File: src/rtl/uart_rx_pkg.sv
package uart_rx_pkg;

  typedef struct packed {
    logic sampleVal;
    logic shiftData;
    logic takeExtra;
    logic frameDone;
    logic stopLow;
  } rxStrobes_t;

  typedef enum logic [2:0] {
    ST_IDLE,
    ST_START,
    ST_DATA,
    ST_EXTRA,
    ST_STOP,
    ST_WAITHI
  } rxState_t;

endpackage

File: src/rtl/uart_rx_ctrl.sv
module uart_rx_ctrl
  import uart_rx_pkg::*;
#(
  parameter int DATA_W = 8,
  parameter int OVS    = 16
) (
  input  logic       clk,
  input  logic       rst_n,
  input  logic       rxIn,
  input  logic       baudTick,
  input  logic       cfgNineBits,
  input  logic       cfgParityEn,
  output rxStrobes_t strobes
);

  localparam int CNT_W = $clog2(OVS);
  localparam int BIT_W = $clog2(DATA_W + 1);
  localparam logic [CNT_W-1:0] MID_CNT  = CNT_W'(OVS / 2 - 1);
  localparam logic [CNT_W-1:0] LAST_CNT = CNT_W'(OVS - 1);
  localparam logic [BIT_W-1:0] LAST_BIT = BIT_W'(DATA_W - 1);

  logic [1:0]       syncQ;
  logic             rxS;
  rxState_t         state;
  logic [CNT_W-1:0] tickCnt;
  logic [BIT_W-1:0] bitCnt;
  logic             atBitMid;
  logic             hasExtra;

  // two-flop synchroniser, idles high
  always_ff @(posedge clk or negedge rst_n) begin
    if (!rst_n) syncQ <= 2'b11;
    else        syncQ <= {syncQ[0], rxIn};
  end
  assign rxS = syncQ[1];

  assign hasExtra = cfgNineBits | cfgParityEn;
  assign atBitMid = baudTick && (tickCnt == LAST_CNT);

  always_ff @(posedge clk or negedge rst_n) begin
    if (!rst_n) begin
      state   <= ST_IDLE;
      tickCnt <= '0;
      bitCnt  <= '0;
    end else if (baudTick) begin
      case (state)
        ST_IDLE: begin
          tickCnt <= '0;
          bitCnt  <= '0;
          if (!rxS) state <= ST_START;
        end
        ST_START: begin
          if (tickCnt == MID_CNT) begin
            tickCnt <= '0;
            state   <= rxS ? ST_IDLE : ST_DATA;
          end else begin
            tickCnt <= tickCnt + 1'b1;
          end
        end
        ST_DATA: begin
          if (tickCnt == LAST_CNT) begin
            tickCnt <= '0;
            if (bitCnt == LAST_BIT) begin
              bitCnt <= '0;
              state  <= hasExtra ? ST_EXTRA : ST_STOP;
            end else begin
              bitCnt <= bitCnt + 1'b1;
            end
          end else begin
            tickCnt <= tickCnt + 1'b1;
          end
        end
        ST_EXTRA: begin
          if (tickCnt == LAST_CNT) begin
            tickCnt <= '0;
            state   <= ST_STOP;
          end else begin
            tickCnt <= tickCnt + 1'b1;
          end
        end
        ST_STOP: begin
          if (tickCnt == LAST_CNT) begin
            tickCnt <= '0;
            state   <= rxS ? ST_IDLE : ST_WAITHI;
          end else begin
            tickCnt <= tickCnt + 1'b1;
          end
        end
        ST_WAITHI: begin
          tickCnt <= '0;
          if (rxS) state <= ST_IDLE;
        end
        default: state <= ST_IDLE;
      endcase
    end
  end

  always_comb begin
    strobes           = '0;
    strobes.sampleVal = rxS;
    strobes.shiftData = (state == ST_DATA)  && atBitMid;
    strobes.takeExtra = (state == ST_EXTRA) && atBitMid;
    strobes.frameDone = (state == ST_STOP)  && atBitMid;
    strobes.stopLow   = (state == ST_STOP)  && atBitMid && !rxS;
  end

  // checker counter: data shifts seen since the frame began
  logic [BIT_W:0] shiftSeen;
  always_ff @(posedge clk or negedge rst_n) begin
    if (!rst_n)                  shiftSeen <= '0;
    else if (state == ST_IDLE)   shiftSeen <= '0;
    else if (strobes.shiftData)  shiftSeen <= shiftSeen + 1'b1;
  end

  assert_bit_count_R2 : assert property (@(posedge clk) disable iff (!rst_n)
    strobes.frameDone |-> (shiftSeen == (BIT_W+1)'(DATA_W)));

  assert_glitch_reject_R10 : assert property (@(posedge clk) disable iff (!rst_n)
    (state == ST_START && baudTick && tickCnt == MID_CNT && rxS) |=> (state == ST_IDLE));

endmodule

File: src/rtl/uart_rx_dp.sv
module uart_rx_dp
  import uart_rx_pkg::*;
#(
  parameter int DATA_W = 8
) (
  input  logic              clk,
  input  logic              rst_n,
  input  rxStrobes_t        strobes,
  input  logic              cfgNineBits,
  input  logic              cfgParityEn,
  input  logic              cfgParityOdd,
  input  logic              attnSet,
  input  logic              bufRd,
  input  logic              statRd,
  output logic [DATA_W-1:0] rxBuf,
  output logic              ninthQ,
  output logic              rxReady,
  output logic              peFlag,
  output logic              feFlag,
  output logic              doeFlag,
  output logic              bkdFlag,
  output logic              attnEn
);

  logic [DATA_W-1:0] shiftQ;
  logic              extraQ;
  logic              extraUsed;
  logic              ninthRx;
  logic              accept;
  logic              parityBad;
  logic              zeroFrame;

  always_ff @(posedge clk or negedge rst_n) begin
    if (!rst_n) begin
      shiftQ <= '0;
      extraQ <= 1'b0;
    end else begin
      if (strobes.shiftData) shiftQ <= {strobes.sampleVal, shiftQ[DATA_W-1:1]};
      if (strobes.takeExtra) extraQ <= strobes.sampleVal;
    end
  end

  assign extraUsed = cfgNineBits | cfgParityEn;
  assign ninthRx   = cfgNineBits & extraQ;
  assign accept    = strobes.frameDone && !(attnEn && !ninthRx);
  assign parityBad = cfgParityEn && !cfgNineBits && ((^shiftQ) ^ extraQ ^ cfgParityOdd);
  assign zeroFrame = (shiftQ == '0) && !(extraUsed && extraQ);

  always_ff @(posedge clk or negedge rst_n) begin
    if (!rst_n) begin
      rxBuf   <= '0;
      ninthQ  <= 1'b0;
      rxReady <= 1'b0;
      peFlag  <= 1'b0;
      feFlag  <= 1'b0;
      doeFlag <= 1'b0;
      bkdFlag <= 1'b0;
      attnEn  <= 1'b0;
    end else begin
      if (accept) begin
        rxBuf  <= shiftQ;
        ninthQ <= ninthRx;
      end

      if (accept)     rxReady <= 1'b1;
      else if (bufRd) rxReady <= 1'b0;

      if (accept && parityBad)                  peFlag  <= 1'b1;
      else if (statRd)                          peFlag  <= 1'b0;
      if (accept && strobes.stopLow)            feFlag  <= 1'b1;
      else if (statRd)                          feFlag  <= 1'b0;
      if (accept && rxReady && !bufRd)          doeFlag <= 1'b1;
      else if (statRd)                          doeFlag <= 1'b0;
      if (accept && strobes.stopLow && zeroFrame) bkdFlag <= 1'b1;
      else if (statRd)                          bkdFlag <= 1'b0;

      if (accept && ninthRx) attnEn <= 1'b0;
      else if (attnSet)      attnEn <= 1'b1;
    end
  end

  assert_ready_load_R2 : assert property (@(posedge clk) disable iff (!rst_n)
    $rose(rxReady) |-> $past(strobes.frameDone));

  assert_no_overflow_R6 : assert property (@(posedge clk) disable iff (!rst_n)
    $rose(doeFlag) |-> $past(rxReady && !bufRd));

  assert_attn_discard_R9 : assert property (@(posedge clk) disable iff (!rst_n)
    (strobes.frameDone && attnEn && !(cfgNineBits && extraQ)) |=> $stable(rxBuf));

  assert_attn_clear_R9 : assert property (@(posedge clk) disable iff (!rst_n)
    (strobes.frameDone && cfgNineBits && extraQ) |=> !attnEn);

  assert_stat_clear_R7 : assert property (@(posedge clk) disable iff (!rst_n)
    (statRd && !strobes.frameDone) |=> !(peFlag || feFlag || doeFlag || bkdFlag));

  assert_nine_no_parity_R3 : assert property (@(posedge clk) disable iff (!rst_n)
    (strobes.frameDone && cfgNineBits && !statRd) |=> $stable(peFlag));

endmodule

File: src/rtl/uart_rx_attn.sv
module uart_rx_attn
  import uart_rx_pkg::*;
#(
  parameter int DATA_W = 8,
  parameter int OVS    = 16
) (
  input  logic              clk,
  input  logic              rst_n,
  input  logic              rxIn,
  input  logic              baudTick,
  input  logic              cfgNineBits,
  input  logic              cfgParityEn,
  input  logic              cfgParityOdd,
  input  logic              attnSet,
  input  logic              txActive,
  input  logic              bufRd,
  input  logic              statRd,
  output logic [DATA_W-1:0] rxData,
  output logic              rxReady,
  output logic              attnActive,
  output logic [7:0]        statusByte
);

  rxStrobes_t strobes;
  logic peFlag, feFlag, doeFlag, bkdFlag, ninthQ;

  uart_rx_ctrl #(.DATA_W(DATA_W), .OVS(OVS)) ctrl_i (
    .clk        (clk),
    .rst_n      (rst_n),
    .rxIn       (rxIn),
    .baudTick   (baudTick),
    .cfgNineBits(cfgNineBits),
    .cfgParityEn(cfgParityEn),
    .strobes    (strobes)
  );

  uart_rx_dp #(.DATA_W(DATA_W)) dp_i (
    .clk         (clk),
    .rst_n       (rst_n),
    .strobes     (strobes),
    .cfgNineBits (cfgNineBits),
    .cfgParityEn (cfgParityEn),
    .cfgParityOdd(cfgParityOdd),
    .attnSet     (attnSet),
    .bufRd       (bufRd),
    .statRd      (statRd),
    .rxBuf       (rxData),
    .ninthQ      (ninthQ),
    .rxReady     (rxReady),
    .peFlag      (peFlag),
    .feFlag      (feFlag),
    .doeFlag     (doeFlag),
    .bkdFlag     (bkdFlag),
    .attnEn      (attnActive)
  );

  assign statusByte = {1'b0, txActive, ninthQ, bkdFlag,
                       (peFlag | feFlag | doeFlag), doeFlag, feFlag, peFlag};

endmodule

File: config.mk
export PLATFORM = sky130hd
export DESIGN_NAME = uart_rx_attn
export DESIGN_NICKNAME = d
export VERILOG_FILES = /design/src/rtl/uart_rx_pkg.sv /design/src/rtl/uart_rx_ctrl.sv /design/src/rtl/uart_rx_dp.sv /design/src/rtl/uart_rx_attn.sv
export SDC_FILE = /design/constraint.sdc
export NUM_CORES = 1
export LEC_CHECK = 0
export ABC_AREA = 1
export CORE_MARGIN = 2
export CORE_UTILIZATION = 40
export DETAILED_ROUTE_END_ITERATION = 7
export PLACE_DENSITY_LB_ADDON = 0.05
export SLEW_MARGIN = 40
export SYNTH_ARGS = -nofsm -noshare
export SYNTH_HDL_FRONTEND = slang
export SYNTH_SLANG_ARGS = --single-unit
File: constraint.sdc
create_clock -name clk -period 2.15 [get_ports clk]
set_input_delay 0.215 -clock clk [delete_from_list [all_inputs] [get_ports clk]]
set_output_delay 0.215 -clock clk [all_outputs]
set_load 0.1 [all_outputs]
* Word level (Yosys, flattened, before mapping)
Cells that the tools add are included.
** Cells by class
- Add/subtract/negate cells :: 2
- Equality and inequality tests :: 15
- Muxes and demuxes :: 26
- Bitwise gates (word level) :: 6
- Reductions and logical operators :: 39
** Operators with widths (number)
- $mux 3 :: 9
- $pmux 3 s6 :: 1
- $logic_and 1x1->1 :: 17
- $mux 4 :: 4
- $reduce_bool 2->1 :: 7
- $ne 2x1->1 const B :: 6
- $pmux 4 s3 :: 1
- $mux 1 :: 9
- $add 4x1->4 const B :: 2
- $eq 4x3->1 const B :: 2
- $logic_not 8->1 :: 1
- $pmux 4 s2 :: 1
- $reduce_and 8->1 :: 1
- $reduce_xor 8->1 :: 1
- $eq 3x2->1 const B :: 2
- $eq 3x3->1 const B :: 2
- $logic_not 1->1 :: 6
- $eq 4x4->1 const B :: 1
- $eq 3x1->1 const B :: 1
- $logic_not 3->1 :: 1
- $or 1x1->1 :: 3
- $reduce_and 3->1 :: 1
- $reduce_bool 3->1 :: 1
- $reduce_or 3->1 :: 1
- other kinds (6) :: 7
** Storage, ports and cells
- Register bits :: 37
- Input bits :: 11
- Output and inout port bits :: 18
- Logic and storage cells :: 102

* Longest topological paths before layout
- Depth in word-level cells :: 8
- Gate-level depth with buffers :: 10
- Depth with buffers taken out :: 10

* Hierarchy
From an unflattened synthesis, not the netlist that was laid out.
** Second synthesis, totals
- Cells, all modules :: 252
- Area, all modules :: 1990.7 µm²
** By module, submodules not included
- uart_rx_dp :: times used 1, cells each 126, area each 1081.0 µm², sequential area each 600.6 µm²
- uart_rx_ctrl :: times used 1, cells each 115, area each 842.1 µm², sequential area each 327.8 µm²
- uart_rx_attn :: times used 1, cells each 11, area each 67.6 µm², sequential area each 0.0 µm²

* Worst setup path before layout
OpenSTA, ideal clock, no wires.
- Path kind :: reg2reg
- Start point :: register dp_i.attnEn
- End point :: register dp_i.attnEn
- Arrival :: 1.654 ns
- Required time :: 2.085 ns
- Path slack :: 0.431 ns
- Stages on the path, launching flop included :: 8
- Path buffers :: 1
- Path through :: dfrtp_1 > inv_1 > a21oi_1 > nor2_4 > nand2_4 > buf_6 > o22ai_2 > inv_2
** Between the ends
- Longest elaborated chain between the ends :: 5
- Elaborated cells on any way between the ends :: 6
** Ends and longest elaborated chain
- from (decl) :: line uart_rx_dp.sv:22 : output logic attnEn
- from (signal assigned) :: line uart_rx_dp.sv:58 : attnEn <= 1'b0;
- from (signal assigned) :: line uart_rx_dp.sv:77 : if (accept && ninthRx) attnEn <= 1'b0;
- from (signal assigned) :: line uart_rx_dp.sv:78 : else if (attnSet) attnEn <= 1'b1;
- $logic_and 1x1->1 * :: line uart_rx_dp.sv:45 : assign accept = strobes.frameDone && !(attnEn && !ninthRx);
- $logic_not 1->1 * :: line uart_rx_dp.sv:45
- $logic_and 1x1->1 * :: line uart_rx_dp.sv:45
- $logic_and 1x1->1 * :: line uart_rx_dp.sv:77
- $mux 1 or $reduce_bool 2->1 (tied branches)
Every way passes the cells marked *; elsewhere a longest branch is shown, timed or not.
A chain may end at the register's enable or synchronous reset.

* Final worst setup path
- Start point :: register ctrl_i.tickCnt[0]
- End point :: register dp_i.peFlag
** Between the ends
- Longest elaborated chain between the ends :: 6
- Elaborated cells on any way between the ends :: 7
** Ends and longest elaborated chain
- from (decl) :: line uart_rx_ctrl.sv:25 : logic [CNT_W-1:0] tickCnt;
- from (signal assigned) :: line uart_rx_ctrl.sv:57 : tickCnt <= tickCnt + 1'b1;
- from (signal assigned) :: line uart_rx_ctrl.sv:70 : tickCnt <= tickCnt + 1'b1;
- from (signal assigned) :: line uart_rx_ctrl.sv:78 : tickCnt <= tickCnt + 1'b1;
- $eq 4x4->1 * :: line uart_rx_ctrl.sv:38 : assign atBitMid = baudTick && (tickCnt == LAST_CNT);
- $logic_and 1x1->1 * :: line uart_rx_ctrl.sv:38
- $logic_and 1x1->1 * :: line uart_rx_ctrl.sv:103 : strobes.frameDone = (state == ST_STOP) && atBitMid;
- $logic_and 1x1->1 * :: line uart_rx_dp.sv:45
- $logic_and 1x1->1 * :: line uart_rx_dp.sv:68 : if (accept && parityBad) peFlag <= 1'b1;
- $mux 1 or $reduce_bool 2->1 (tied branches)
- to (signal assigned) :: line uart_rx_dp.sv:54 : peFlag <= 1'b0;
- to (signal assigned) :: line uart_rx_dp.sv:68
- to (signal assigned) :: line uart_rx_dp.sv:69 : else if (statRd) peFlag <= 1'b0;
- to (decl) :: line uart_rx_dp.sv:18 : output logic peFlag,
Marks and branches as above.

==> flow_summary.json <==
{
  "cts_setup_buffers": 0,
  "antenna_found_initial": 0,
  "grt_max_degree": 38,
  "grtUsageTotal_pct": 14.6,
  "fin_crit_sh_pct": 74.8,
  "total_power_w": 0.00192,
  "synth_mux_area_share_pct": 0,
  "grt_pass1_wl_um": 6860,
  "worstSetupPathType": "reg2reg",
  "crit_required_ps": 2370,
  "rsz0062_at_grt": "false",
  "synthXorXnorAreaFrac_pct": 0.831,
  "cp.depth": 7,
  "path_buf_inv": 0,
  "m1WireLength_um": 1870,
  "hold_ws_ps": 338,
  "synth.most_common_cell": "nand2_1",
  "wl_met3_um": 171,
  "synth.avg_cell_area_um2": 8.68,
  "start_util_pct": 41.3,
  "max_stage_delay_ps": 390,
  "final_max_slew_viol_count": 0,
  "core_mm2": 0.00511,
  "postRouteAntennaNets": 0,
  "rows": 26,
  "clkTransAtPathRegs_ps": 70,
  "synth-simple-area-share_pct": 29.8,
  "status": "finished clean",
  "synth.distinct_cells": 28,
  "grt_pass1_vias": 1481,
  "min_path_cells": 1,
  "hpwl_um": 2790,
  "p_per_area_mw_per_mm2": 797,
  "setup_tns_ps": 0,
  "seq_area_frac_synth_pct": 44.0,
  "synth-adder-area-share_pct": 3.56,
  "globalRouteOverflowTotal": 0,
  "wl_per_cell_um": 11.2,
  "fmax_mhz": 622,
  "cts_tree": "done",
  "gp_congestion": 0.793,
  "port_buffers": 25,
  "cts.sinks": 37,
  "ys_dominant_reg_cell": "dfrtp_1",
  "cts.htree.levels": 2,
  "ys_ff_latch": 37,
  "async_flop_share_pct": 100,
  "drc": 0,
  "ios": 29,
  "cpMaxStageDelayCell": "dfrtp_1",
  "syn_area_mm2": 0.00211,
  "synth_compound_area_share_pct": 11.5,
  "maxCapViolCount": 0,
  "synth_nets": 260,
  "clock_latency_ps": 280,
  "drtIter0Drc": 60,
  "synthCells": 243,
  "detail_route.first_pass.iterations": 5,
  "crit_fanout": 23,
  "ir_drop_mv": 0.404,
  "p_leak_nw": 1.24,
  "dr_total_vias": 1508,
  "fin_nets": 283,
  "areaGrowthSynthToFinish_pct": 14.5,
  "die_w_um": 76.6,
  "top_layer": "met4",
  "worstSetupStartpointType": "flip-flop",
  "yosys.area.top_type": "dfrtp_1",
  "critical_path.most_common_cell": "nand3_1",
  "synth-edff-count": 0,
  "wl_met2_um": 1690,
  "final-setup-viol-count": 0,
  "drt-total-wl_um": 3770,
  "path_delay_family": "simple AND/OR/NAND/NOR gates",
  "synth_top_family_by_area": "simple AND/OR/NAND/NOR gates",
  "clock_skew_ps": 3.43,
  "cp.arrival_ps": 1830,
  "antenna_cells": 0,
  "hold_violations": 0,
  "synthTopCellsByArea": "dfrtp_1 (42%), nand2_1 (13%), o21ai_2 (7.5%), nand3_1 (5.2%), inv_1 (4.8%)",
  "hold_path_class": "in2reg",
  "ys_top_cells_by_count": "nand2_1 (71), dfrtp_1 (35), inv_1 (27)",
  "yosys_warnings": 0,
  "synthDominantCellAreaShare_pct": 41.5,
  "crit_chain": "ha_1 -> nand3_1 -> nor2_8 -> nand2_4 -> nor2_1 -> nand3_1 -> nand2_1",
  "cts.path.max_buffers": 2,
  "cts_buffers": 5,
  "drive_gt1_share_pct": 27.1,
  "cp-end-kind": "flip-flop",
  "min_period_ps": 1610,
  "viasPerCell": 4.49,
  "die_y_um": 76.6,
  "ff2ff_path_depth": 7,
  "dieArea_mm2": 0.00587,
  "cts_root_buf": "clkbuf_8"
}
## sequential cells by signal (all words and copies together) (netlist names)
signal,count
dp_i.ninthQ,1
dp_i.rxBuf,8
ctrl_i.syncQ,2
ctrl_i.bitCnt,4
dp_i.bkdFlag,1
dp_i.extraQ,1
ctrl_i.tickCnt,4
dp_i.rxReady,1
dp_i.shiftQ,8
ctrl_i.state,3
dp_i.doeFlag,1
dp_i.feFlag,1
dp_i.peFlag,1
dp_i.attnEn,1
## per-layer routing
metal / GRT usage [%] / up-vias
met5: 0 / -
met4: 4.55 / 0
met3: 3.44 / 2
met2: 22.8 / 29
met1: 20.1 / 674
li1: - / 803
## through the flow
stage	setup WS, ps	std cells	util (%)	area (um^2)
after floorplan	431	243	-	2110
after global placement	516	328	45.3	2310
after detailed placement	474	328	45.4	2320
after CTS	529	336	47.3	2410
after global routing	390	336	47.3	2410
final	542	336	47.3	2410
## logic make-up after synthesis
kind of cell,Yosys count
AND/OR/NAND/NOR,125
buffers and inverters,44
flip-flops,37
AO/OA/AOI/OAI,28
adder cells (fa/ha/maj),6
XOR/XNOR,2
other,1
## final cells by class
cell class                 count  area [um^2]
fill                         521         2690
multi-input combinational    162          966
sequential                    37          928
timing repair buffer          26          218
inverter                      34          128
tap                           70         87.6
clock buffer                   7         86.3
## power breakdown
part / switching (W) / internal (W) / leakage (nW)
combinational: 0.000381 / 0.000207 / 0.692
sequential: 0.0000914 / 0.000758 / 0.499
clock: 0.000231 / 0.000254 / 0.0443
## path summary, 6_finish.rpt
check	to	slack [ps]	start
min in group asynchronous	dp_i.rxBuf[1]	440	rst_n
max reg2reg	dp_i.peFlag	540	ctrl_i.tickCnt[0]
max in group asynchronous	ctrl_i.syncQ[1]	1360	rst_n
min	ctrl_i.syncQ[0]	340	rxIn
min reg2reg	ctrl_i.syncQ[1]	370	ctrl_i.syncQ[0]
max	dp_i.peFlag	540	ctrl_i.tickCnt[0]
## what timing repair did
item | 4_1_cts | 5_1_grt
hold buffers | 1 | 0
gates resized for setup | 0 | 0
hold endpoints to repair | 35 | 0
endpoints found under the setup margin | 0 | 0
## cells in the final DEF, fill, tap and decap left out
cell type        instances
o21ai_1                  1
dlygate4sd3_1            1
dfrtp_1                 35
nor2_1                   9
xor2_1                   2
inv_1                   27
clkdlybuf4s50_1          8
or2_2                    2
ha_1                     6
nand2_2                  1
o21ai_2                 18
dfstp_2                  2
o22ai_2                  2
inv_2                    7
nor2_8                   2
nand2_4                  6
a21oi_4                  1
a22oi_1                  1
buf_4                   17
a21oi_2                  1
a31oi_1                  1
nand2_1                 71
clkbuf_8                 6
a21oi_1                  3
nor2_4                   3
nand3_1                 22
nor2_2                   4
nand4_1                  4
conb_1                   1
clkbuf_1                 1
nand3b_1                 1
Power figures use the tool's default switching activity.
